## src/rtl/fss_pkg.sv

```systemverilog
package fss_pkg;
  localparam int WORD_W = 32;
  localparam int OFS_W  = $clog2(WORD_W);
  localparam int WID_W  = OFS_W + 1;
  localparam int SPAN_W = OFS_W + 2;

  typedef logic [WORD_W-1:0] word_t;
  typedef logic [OFS_W-1:0]  ofs_t;
  typedef logic [WID_W-1:0]  wid_t;
endpackage

```

## src/rtl/fss_field_merge.sv

```systemverilog
module fss_field_merge
  import fss_pkg::*;
(
  input  word_t old_word,
  input  ofs_t  offset,
  input  wid_t  width,
  input  word_t value,
  output word_t merged
);
  logic [SPAN_W-1:0] lo_bit;
  logic [SPAN_W-1:0] hi_bit;
  word_t mask;
  word_t shifted;

  assign lo_bit  = SPAN_W'(offset);
  assign hi_bit  = SPAN_W'(offset) + SPAN_W'(width);
  assign shifted = value << offset;

  for (genvar b = 0; b < WORD_W; b++) begin : g_bit
    localparam logic [SPAN_W-1:0] BIT_IDX = SPAN_W'(b);
    assign mask[b] = (BIT_IDX >= lo_bit) && (BIT_IDX < hi_bit);
  end

  assign merged = (old_word & ~mask) | (shifted & mask);
endmodule

```

## src/rtl/fss_shadow_bank.sv

```systemverilog
module fss_shadow_bank
  import fss_pkg::*;
#(
  parameter int NUM_ENTRIES = 8,
  localparam int TYPE_W = $clog2(NUM_ENTRIES)
) (
  input  logic              clk,
  input  logic              rst_n,
  input  logic              wr_en,
  input  logic [TYPE_W-1:0] wr_addr,
  input  word_t             wr_data,
  input  logic [TYPE_W-1:0] mrg_addr,
  output word_t             mrg_data,
  input  logic              rd_en,
  input  logic [TYPE_W-1:0] rd_addr,
  output logic              rd_valid,
  output word_t             rd_data
);
  word_t entry_q [NUM_ENTRIES];

  for (genvar e = 0; e < NUM_ENTRIES; e++) begin : g_entry
    always_ff @(posedge clk or negedge rst_n) begin
      if (!rst_n) begin
        entry_q[e] <= '0;
      end else if (wr_en && (wr_addr == TYPE_W'(e))) begin
        entry_q[e] <= wr_data;
      end
    end
  end

  assign mrg_data = entry_q[mrg_addr];

  always_ff @(posedge clk or negedge rst_n) begin
    if (!rst_n) begin
      rd_valid <= 1'b0;
      rd_data  <= '0;
    end else begin
      rd_valid <= rd_en;
      if (rd_en) begin
        rd_data <= entry_q[rd_addr];
      end
    end
  end
endmodule

```

## src/rtl/fss_bundle_slot.sv

```systemverilog
module fss_bundle_slot
  import fss_pkg::*;
#(
  parameter int TYPE_W = 3
) (
  input  logic              clk,
  input  logic              rst_n,
  input  logic              load,
  input  logic [TYPE_W-1:0] load_type,
  input  word_t             load_data,
  output logic              can_load,
  output logic              out_valid,
  input  logic              out_ready,
  output logic [TYPE_W-1:0] out_type,
  output word_t             out_data
);
  assign can_load = !out_valid || out_ready;

  always_ff @(posedge clk or negedge rst_n) begin
    if (!rst_n) begin
      out_valid <= 1'b0;
      out_type  <= '0;
      out_data  <= '0;
    end else if (can_load) begin
      out_valid <= load;
      if (load) begin
        out_type <= load_type;
        out_data <= load_data;
      end
    end
  end
endmodule

```

## src/rtl/fe_state_shadow.sv

```systemverilog
module fe_state_shadow
  import fss_pkg::*;
#(
  parameter int NUM_ENTRIES = 8,
  localparam int TYPE_W = $clog2(NUM_ENTRIES)
) (
  input  logic              clk,
  input  logic              rst_n,
  input  logic              mth_valid,
  output logic              mth_ready,
  input  logic [TYPE_W-1:0] mth_type,
  input  logic [4:0]        mth_offset,
  input  logic [5:0]        mth_width,
  input  logic [31:0]       mth_value,
  input  logic              bus_wr_en,
  output logic              bus_wr_ready,
  input  logic              bus_rd_en,
  input  logic [TYPE_W-1:0] bus_addr,
  input  logic [31:0]       bus_wdata,
  output logic              bus_rd_valid,
  output logic [31:0]       bus_rdata,
  output logic              bnd_valid,
  input  logic              bnd_ready,
  output logic [TYPE_W-1:0] bnd_type,
  output logic [31:0]       bnd_data
);
  logic              slot_free;
  logic              take_bus;
  logic              take_mth;
  logic              upd_en;
  logic [TYPE_W-1:0] upd_addr;
  word_t             upd_data;
  word_t             cur_word;
  word_t             merged_word;

  // Bus writes win; methods only proceed on a free slot with no bus write.
  assign take_bus     = bus_wr_en && slot_free;
  assign take_mth     = mth_valid && slot_free && !bus_wr_en;
  assign bus_wr_ready = slot_free;
  assign mth_ready    = slot_free && !bus_wr_en;

  assign upd_en   = take_bus || take_mth;
  assign upd_addr = take_bus ? bus_addr : mth_type;
  assign upd_data = take_bus ? bus_wdata : merged_word;

  fss_shadow_bank #(.NUM_ENTRIES(NUM_ENTRIES)) u_bank (
    .clk      (clk),
    .rst_n    (rst_n),
    .wr_en    (upd_en),
    .wr_addr  (upd_addr),
    .wr_data  (upd_data),
    .mrg_addr (mth_type),
    .mrg_data (cur_word),
    .rd_en    (bus_rd_en),
    .rd_addr  (bus_addr),
    .rd_valid (bus_rd_valid),
    .rd_data  (bus_rdata)
  );

  fss_field_merge u_merge (
    .old_word (cur_word),
    .offset   (mth_offset),
    .width    (mth_width),
    .value    (mth_value),
    .merged   (merged_word)
  );

  fss_bundle_slot #(.TYPE_W(TYPE_W)) u_slot (
    .clk       (clk),
    .rst_n     (rst_n),
    .load      (upd_en),
    .load_type (upd_addr),
    .load_data (upd_data),
    .can_load  (slot_free),
    .out_valid (bnd_valid),
    .out_ready (bnd_ready),
    .out_type  (bnd_type),
    .out_data  (bnd_data)
  );
endmodule

```

## config.mk

```make
export PLATFORM = sky130hd
export DESIGN_NAME = fe_state_shadow
export DESIGN_NICKNAME = d
export VERILOG_FILES = /design/src/rtl/fss_pkg.sv /design/src/rtl/fss_field_merge.sv /design/src/rtl/fss_shadow_bank.sv /design/src/rtl/fss_bundle_slot.sv /design/src/rtl/fe_state_shadow.sv
export SDC_FILE = /design/constraint.sdc
export NUM_CORES = 1
export LEC_CHECK = 0
export BUFFER_PORTS_ARGS = -buffer_cell sky130_fd_sc_hd__buf_4
export CORE_ASPECT_RATIO = 2
export CORE_MARGIN = 5
export CORE_UTILIZATION = 55
export DETAILED_ROUTE_END_ITERATION = 16
export PLACE_DENSITY = 0.79
export SLEW_MARGIN = 0
export SYNTH_ARGS = -nofsm -noshare
export SYNTH_HDL_FRONTEND = slang
export SYNTH_SLANG_ARGS = --single-unit
```

## constraint.sdc

```tcl
create_clock -name clk -period 3.1 [get_ports clk]
set_input_delay 0.62 -clock clk [delete_from_list [all_inputs] [get_ports clk]]
set_output_delay 0.62 -clock clk [all_outputs]
set_load 0.005 [all_outputs]
```

==> out/results.ini, run 1 <==
[cts]
root_buffer=clkbuf_16
cts_tree=yes
htree_num_levels=1
cts.clk_slew.worst_paths_ns=0.07
cts_num_sinks=325
clockBufferDepth=3
postCtsHoldBufs=0
cts-buffers-inserted=29
post-cts-setup-buffer-count=0
clkLatencyLatePin_ns=0.60

[timing]
fin_tns_setup_ns=0
slew_violations=0
post-route-period-util=0.9770
setup_viol=0
fmax_ghz=0.3302
holdWs_ns=-0.02448
hold_viol=6
period_needed_ns=3.029
tightestPinTransition_ns=0.8269
setup_ws_ns=0.07124
max-slew-margin-rel=0.4463
rsz0062_at_grt=no
finClkSkew_ns=0.02645

[critical_path]
startpoint_type=input pin
reg2reg_depth=8
worstSetupEndpointType=flop
slowest_delay_ns=0.46
slowest_stage=o311ai_0
worst-path-buf-inv=2
crit_required_ns=3.59
r2r-start=u_slot.out_valid$_DFFE_PN0N_
rr_endpoint=u_bank.entry_q[115]$_DFFE_PN0P_
cp_top_family=compound AO/OA/AOI/OAI gates
crit_chain=buf_4 > ha_1 > fa_1 > a211oi_2 > o21ai_0 > mux2_2 > o311ai_0 > buf_4 > mux2_2 > o221ai_1
cp_max_fo=9
cp_data_arrival_time_ns=3.51
crit_cells=10
reg2reg_slack_ns=0.46
crit_type=in2reg

[layout]
nets=2198
drive_above_1_share=0.2993
design_area_um2=23640
utilization=0.6648
area_growth_syn_to_layout_pct=20.02

[global_routing]
grt_usage=0.3522
grt_max_degree=76
grt_pass1_vias=18490
grt_pass1_wl_mm=108.2
grt_antenna_before_repair=1
grt_overflow=0

[job]
drv_cap=0

[drt]
ant_nets=0
via_count=18190
drt_pass1_iterations=6
drtIter0Drc=1991
wl_per_cell_um=27.26
drt_wl_total_mm=70.30
viasPerCell=7.052
post-route-drc-count=0

[yosys]
ys_seq_area_frac=0.4129
netlist_area_um2=19700
synth_commonest_cells=dfrtp_1, nand2_1, nor2_1
synth_top_area_frac=0.4129
synth_seq_cells=325
syn_nets=1961
synth_edf_count=0
async_flop_share=1.000
synthCells=1868
synth_top_area_cell=dfrtp_1
ys_types=80
syn_avg_cell_area_um2=10.54
synth_ff_type=dfrtp_1
synth_most_common_cell=dfrtp_1
ys_top_cells_by_area=dfrtp_1, mux4_2, mux2i_1
ys.warnings.count=0

[floorplan]
io_pins=158
num_rows=98
die_w_um=143.8
dieArea_um2=39930
core_um2=35560
initial_core_util=0.5539
die_h_um=277.6

[power_and_ir_drop]
leakage_nw=10.09
power.ir.vdd_worst_mv=0.4692
p_per_area_nw_per_um2=689.4

[outcome]
violations=hold timing
outcome=complete, but fails checks

[placed_design]
place_area_um2=22610
preCtsSetupSlack_ns=-0.6768
portBuffers=157
gp_congestion=1.047
hpwl_mm=49.69

[min_path]
hp-class=in2async

flip-flops by register name (all words and copies together), names as in the netlist:
register,flops
u_bank.entry_q,256
u_bank.rd_data,32
u_bank.rd_valid,1
u_slot.out_data,32
u_slot.out_type,3
u_slot.out_valid,1
through the flow:
step	instances	total power [mW]
3_3_place_gp	2524	11.93
3_5_place_dp	2524	12.31
4_1_cts	2578	16.20
2_1_floorplan	1868	9.980
5_1_grt	2578	17.07
6_report	2579	16.30
metal layers:
metal  vias up  part of all wire  GRT usage
met4         0             0.093     0.2545
li1       7684                 -          -
met5         -                 0          0
met2      1094              0.50     0.5732
met1      9039              0.33     0.4169
met3       369             0.077    0.05658
worst register-to-register path: cells and delay by family (launching register included):
family                 cells  cell delay [ns]
AOI/OAI and AO/OA          3             0.87
buffers and inverters      3             0.50
DFF                        1             0.39
and+or+nand+nor            2             0.80
layout make-up:
type                            count  area [um^2]
Sequential cell                   325         8133
Timing Repair Buffer              360         2989
Clock inverter                     19        225.2
Antenna cell                        1        2.502
Tap cell                          450        563.0
Multi-Input combinational cell   1381        10920
Fill cell                        2723        11920
Clock buffer                       35        778.2
Inverter                            8        30.03
cell usage in the layout (no fill, tap or decap), types with 29 or more instances in the layout:
master,count
a21oi_1,88
a31oi_1,87
buf_4,336
clkbuf_16,29
dfrtp_1,325
mux2_2,31
mux2i_1,98
mux4_2,148
nand2_1,253
nor2_1,183
o21ai_0,97
o221ai_1,58
o31ai_1,39
kinds of logic after synthesis:
group	share of synthesized area
xor gates and xnor gates	0.0008894
buffers and inverters	0.03697
and+or+nand+nor	0.1187
AOI/OAI and AO/OA	0.1880
adders and majority gates	0.004192
DFF	0.4129
muxes	0.2385
report_power, final:
group | internal [mW] | total (mW) | switching [mW]
Sequential | 5.66 | 6.76 | 1.11
Clock | 2.14 | 3.87 | 1.72
Combinational | 2.89 | 5.67 | 2.78
how the worst max path moves through the flow:
stage             startpoint                              end
6_report       mth_offset[0]  u_bank.entry_q[181]$_DFFE_PN0P_
5_1_grt        mth_offset[0]  u_bank.entry_q[139]$_DFFE_PN0P_
4_1_cts        mth_offset[0]   u_bank.entry_q[75]$_DFFE_PN0P_
3_5_place_dp   mth_offset[0]   u_bank.entry_q[75]$_DFFE_PN0P_
3_3_place_gp   mth_offset[0]   u_bank.entry_q[43]$_DFFE_PN0P_
2_1_floorplan  mth_offset[0]  u_bank.entry_q[114]$_DFFE_PN0P_
timing repair:
item / 4_1_cts / 5_1_grt
setup endpoints to repair: 9 / 17
gates resized for setup: 2 / 3
pin swaps: 0 / 0
(Power assumes the default switching activity.)
==> inputs of run 2 (changes only) <==
- SYNTH_HIERARCHICAL: default -> 1
- clock period: 3.1 -> 3.5 ns (I/O delays scaled with it)
==> run 2 against run 1 <==
Effect of this change:
- die area increased by 3.1%
- clock skew is 0.014 ns lower
- cell count shrank 13%
- global-route usage down 4.9 points
- clock power decreased by 15%
- the run now ends clean
- setup slack improved by 0.0030 ns
==> out/results.ini, run 2 <==
[placed_design]
hpwl_mm=42.22
preCtsSetupSlack_ns=-0.4552
portBuffers=157
gp_congestion=1.005

[drt]
drt_wl_total_mm=63.42
drt_pass1_iterations=7
wl_per_cell_um=28.41
via_count=15080
drtIter0Drc=1180
post-route-drc-count=0
ant_nets=0
viasPerCell=6.755

[yosys]
ys_seq_area_frac=0.4000
synth_top_area_frac=0.4000
netlist_area_um2=20330
syn_avg_cell_area_um2=12.97
synthCells=1568
synth_seq_cells=325
syn_nets=1661
synth_top_area_cell=dfrtp_1
ys_top_cells_by_area=dfrtp_1, mux2_2, mux4_1
synth_commonest_cells=dfrtp_1, mux2_2, mux2i_1
ys.warnings.count=6
ys_types=77
synth_edf_count=0
async_flop_share=1.000
synth_ff_type=dfrtp_1

[critical_path]
cp_top_family=multiplexers
cp_max_fo=9
crit_top_cell=mux2_2
slowest_delay_ns=0.38
r2r-start=u_slot/out_valid$_DFFE_PN0P_
crit_chain=buf_4 > ha_1 > fa_1 > a21o_1 > a21oi_1 > xnor2_1 > nor2_4 > buf_12 > a211oi_1 > mux2_2 > mux2_4 > mux2_2
crit_required_ns=3.95
cp_data_arrival_time_ns=3.88
crit_start=mth_offset[0]
startpoint_type=input pin
crit_type=in2reg
slowest_stage=fa_1
worst-path-buf-inv=2
worstSetupEndpointType=flop

[layout]
largest_reg_flops=256
layout_common_cells=mux2_2, dfrtp_1, buf_4, mux2i_1, nor2b_1
top_register=u_bank/entry_q
nets=1849
top_regs=u_bank/entry_q: 256 flops, u_bank/rd_data: 32 flops, u_slot/out_data: 32 flops
utilization=0.6437
drive_above_1_share=0.4331
antenna_cells=0
area_growth_syn_to_layout_pct=15.68

[cts]
root_buffer=clkbuf_16
cts_resized=0
cts-buffers-inserted=28
clkLatencyLatePin_ns=0.57
cts_num_sinks=325
htree_num_levels=1
post-cts-setup-buffer-count=0
clockBufferDepth=3
cts.clk_slew.worst_paths_ns=0.07
cts_tree=yes
postCtsHoldBufs=0

[floorplan]
io_pins=158
dieArea_um2=41150
core_um2=36540
initial_core_util=0.5565
num_rows=99
die_w_um=146.0
die_h_um=281.9

[timing]
post-route-period-util=0.9788
slew_violations=0
period_needed_ns=3.426
fmax_ghz=0.2919
fin_tns_setup_ns=0
rsz0062_at_grt=no
hold_viol=0
setup_ws_ns=0.07427
max-slew-margin-rel=0.2643
tightestPinTransition_ns=1.104
setup_viol=0
finClkSkew_ns=0.01274

[min_path]
hp-class=in2async

[global_routing]
grt_max_degree=161
grt_overflow=0
grt_pass1_vias=16240
grt_usage=0.3030
grt_pass1_wl_mm=96.80
grt_antenna_before_repair=0

[power_and_ir_drop]
power_mw=16.20
leakage_nw=10.84
power.ir.vdd_worst_mv=0.5189
p_per_area_nw_per_um2=688.8

[job]
drv_cap=0

[outcome]
outcome=finished, final reports clean

run 2: cell types whose count changed after synthesis, sizes merged, moves of 54 or more:
cell    delta
mux2     +370
nand2    -206
nor2     -148
o21ai    -108
a31oi     -78
mux4      -70
o221ai    -57
clkbuf    -55
nor2b     +54
run 2: stage by stage:
stage	instance area, um^2	hold WS, ns	cells
finish	23520	0.1007	2232
global placement	22540	0.4772	2180
floorplan	20330	0.4044	1568
detailed placement	22540	0.4986	2180
global route	23520	0.1570	2232
CTS	23510	0.1363	2232
run 2: report_power, final:
part	internal [mW]	switching (mW)	leakage [nW]
clock	1.82	1.46	0.462
sequential	5.51	1.28	3.98
combinational	3.62	2.51	6.40
run 2: area by class of cell:
type                            instances  area [um^2]
Inverter                                9        33.78
Sequential cell                       325         8133
Clock buffer                           40        837.1
Timing Repair Buffer                  292         2416
Clock inverter                         12        130.1
Fill cell                            2711        13020
Tap cell                              454        568.0
Multi-Input combinational cell       1100        11400
run 2: cells by family after synthesis:
family                     Yosys count  synth area share
and+or+nand+nor                    245           0.06615
muxes                              609            0.3963
AOI/OAI and AO/OA                  234           0.08953
DFF                                325            0.4000
xor gates and xnor gates             6          0.002584
adders and majority gates            6          0.004061
buffers and inverters              143           0.04147
run 2: path summary, 6_finish.rpt:
path                            cells after the start  slack, ns                              end
worst max-delay path                               12       0.07  u_bank/entry_q[238]$_DFFE_PN0P_
worst min-delay path                                1       0.10   u_bank/entry_q[94]$_DFFE_PN0P_
worst max register to register                      6       1.07  u_bank/entry_q[141]$_DFFE_PN0P_
worst min register to register                      1       0.52   u_bank/entry_q[98]$_DFFE_PN0P_
max in group asynchronous                           2       2.42   u_bank/rd_data[27]$_DFFE_PN0P_
min in group clk                                    3       0.47     u_slot/out_valid$_DFFE_PN0P_
run 2: worst reg2reg max path: cells and delay by family, from the launching register on:
kind,cells,cell delay (ns)
mux,2,0.94
buf+inv,1,0.54
simple gates,3,0.44
flops,1,0.40
run 2: per-layer routing:
metal | share of wire | up-vias | wire length [um] | track usage
li1 | - | 6422 | - | -
met1 | 0.36 | 7664 | 23070 | 0.3516
met2 | 0.51 | 759 | 32220 | 0.5296
met3 | 0.066 | 232 | 4196 | 0.04921
met4 | 0.062 | 0 | 3934 | 0.1778
met5 | 0 | - | 0 | 0
==> inputs of run 3 (changes only) <==
- BUFFER_PORTS_ARGS: -buffer_cell sky130_fd_sc_hd__buf_4 -> default
- DONT_BUFFER_PORTS: default -> 1
- PLACE_DENSITY: 0.79 -> 0.75
==> run 3 against run 2 <==
Effect of this change:
- the flow now finishes with violations (hold timing)
- critical path depth stayed put
- first-iteration DRC count is 12% lower
- clock power is 2% higher
- clock skew is 0.00063 ns higher
- critical endpoint is now u_bank/entry_q[164]$_DFFE_PN0P_
==> out/results.ini, run 3 (synthesized netlist as in run 2, its figures left out) <==
[layout]
drive_above_1_share=0.3471
top_register=u_bank/entry_q
n_fill_cell=2900
layout_common_cells=mux2_2, dfrtp_1, mux2i_1, nor2b_1, mux2_4
design_area_um2=21750
top_regs=u_bank/entry_q: 256 flops, u_bank/rd_data: 32 flops, u_slot/out_data: 32 flops
area_growth_syn_to_layout_pct=6.965
nets=1625
largest_reg_flops=256
utilization=0.5952

[cts]
cts-buffers-inserted=29
clockBufferDepth=3
cts.clk_slew.worst_paths_ns=0.07
root_buffer=clkbuf_16
htree_num_levels=1
post-cts-setup-buffer-count=0
clkLatencyLatePin_ns=0.56
cts_tree=yes
cts_num_sinks=325

[timing]
slew_violations=0
finClkSkew_ns=0.01338
tightestPinTransition_ns=0.8545
max-slew-margin-rel=0.4303
fmax_ghz=0.2932
hold_viol=213
post-route-period-util=0.9746
setup_viol=0
period_needed_ns=3.411
rsz0062_at_grt=no
holdWs_ns=-0.1632

[power_and_ir_drop]
leakage_nw=9.745
power_mw=15.30
p_per_area_nw_per_um2=703.5
power.ir.vdd_worst_mv=0.4358

[critical_path]
reg2reg_slack_ns=1.09
startpoint_type=input pin
slowest_stage=a31oi_1
cp_max_fo=46
worstSetupEndpointType=flop
crit_type=in2reg
crit_chain=ha_1 > fa_1 > a21o_1 > a21oi_1 > buf_4 > xnor2_1 > nor2_4 > a31oi_1 > buf_4 > mux2_4 > mux2_4 > mux2_1
slowest_delay_ns=0.39
cp_data_arrival_time_ns=3.85
crit_required_ns=3.94

[min_path]
hp-class=in2async

[floorplan]
initial_core_util=0.5565
dieArea_um2=41150
core_um2=36540
die_w_um=146.0
io_pins=158
num_rows=99
die_h_um=281.9

[global_routing]
grt_usage=0.2826
grt_pass1_wl_mm=89.51
grt_overflow=0
grt_pass1_vias=14490
grt_max_degree=326
grt_antenna_before_repair=0

[drt]
wl_per_cell_um=29.58
viasPerCell=6.921
drtIter0Drc=1040
ant_nets=0
drt_wl_total_mm=59.39
post-route-drc-count=0
drt_pass1_iterations=5
via_count=13900

[placed_design]
gp_congestion=1.056
portBuffers=0
place_area_um2=20750
hpwl_mm=37.71

[outcome]
outcome=complete, but fails checks
violations=hold timing

[job]
drv_cap=0

## run 3: changes by cell type in the layout (fill, tap and decap cells not counted), moves of 2 or more
cell | before | now
clkbuf_1 | 4 | 9
clkinvlp_4 | 5 | 0
bufinv_16 | 2 | 4
buf_4 | 273 | 57
buf_12 | 17 | 10
## run 3: layer usage
metal | up-vias | share of wire | GRT usage
met5 | - | 0 | 0
met4 | 0 | 0.068 | 0.1636
met2 | 572 | 0.49 | 0.4805
li1 | 5982 | - | -
met1 | 7130 | 0.37 | 0.3270
met3 | 213 | 0.077 | 0.06706
## run 3: power breakdown
group	internal, mW	total, mW	switching [mW]	leakage (nW)
clock network	1.95	3.35	1.41	0.484
registers	5.51	6.85	1.34	3.98
logic	3.13	5.10	1.97	5.28
## run 3: worst max-delay path: cells and delay by family
| kind | cells | cell delay (ns) |
|---|---|---|
| xor gates and xnor gates | 1 | 0.27 |
| AOI/OAI and AO/OA | 3 | 0.85 |
| and+or+nand+nor | 1 | 0.14 |
| muxes | 3 | 0.92 |
| adders and majority gates | 2 | 0.58 |
| buffers and inverters | 2 | 0.37 |
## run 3: repair_timing
item                       in CTS  in global routing
hold endpoints to repair      325                325
setup endpoints to repair       0                 16
resized for setup               0                  2
## run 3: area by class of cell
type | instances | area (um^2) | share of cell area
antenna | 1 | 2.502 | 0.0001150
clock buffer | 44 | 842.1 | 0.03871
clock inverter | 8 | 143.9 | 0.006615
inverter | 9 | 33.78 | 0.001553
multi-input combinational | 1100 | 11400 | 0.5241
sequential | 325 | 8133 | 0.3739
tap | 454 | 568.0 | 0.02612
timing repair buffer | 67 | 628.1 | 0.02888
## run 3: metrics by stage
stage | setup TNS, ns | worst slack [ns] | instances
6_report | 0 | 0.08878 | 2008
3_5_place_dp | -48.06 | -0.5483 | 1955
3_3_place_gp | -47.15 | -0.5612 | 1955
4_1_cts | 0 | 0.02663 | 2007
5_1_grt | 0 | 0.002144 | 2007
2_1_floorplan | 0 | 0.02435 | 1568
## run 3: path summary, 6_finish.rpt
kind	endpoint	from	cells past startpoint
setup / recovery	u_bank/entry_q[164]$_DFFE_PN0P_	mth_offset[0]	12
hold / removal	u_slot/out_valid$_DFFE_PN0P_	rst_n	0
setup reg to reg	u_bank/entry_q[173]$_DFFE_PN0P_	u_slot/out_valid$_DFFE_PN0P_	7
hold reg to reg	u_bank/entry_q[126]$_DFFE_PN0P_	u_bank/entry_q[126]$_DFFE_PN0P_	1
max in group asynchronous	u_slot/out_data[14]$_DFFE_PN0P_	rst_n	0
min in group clk	u_bank/rd_valid$_DFF_PN0_	bus_rd_en	0
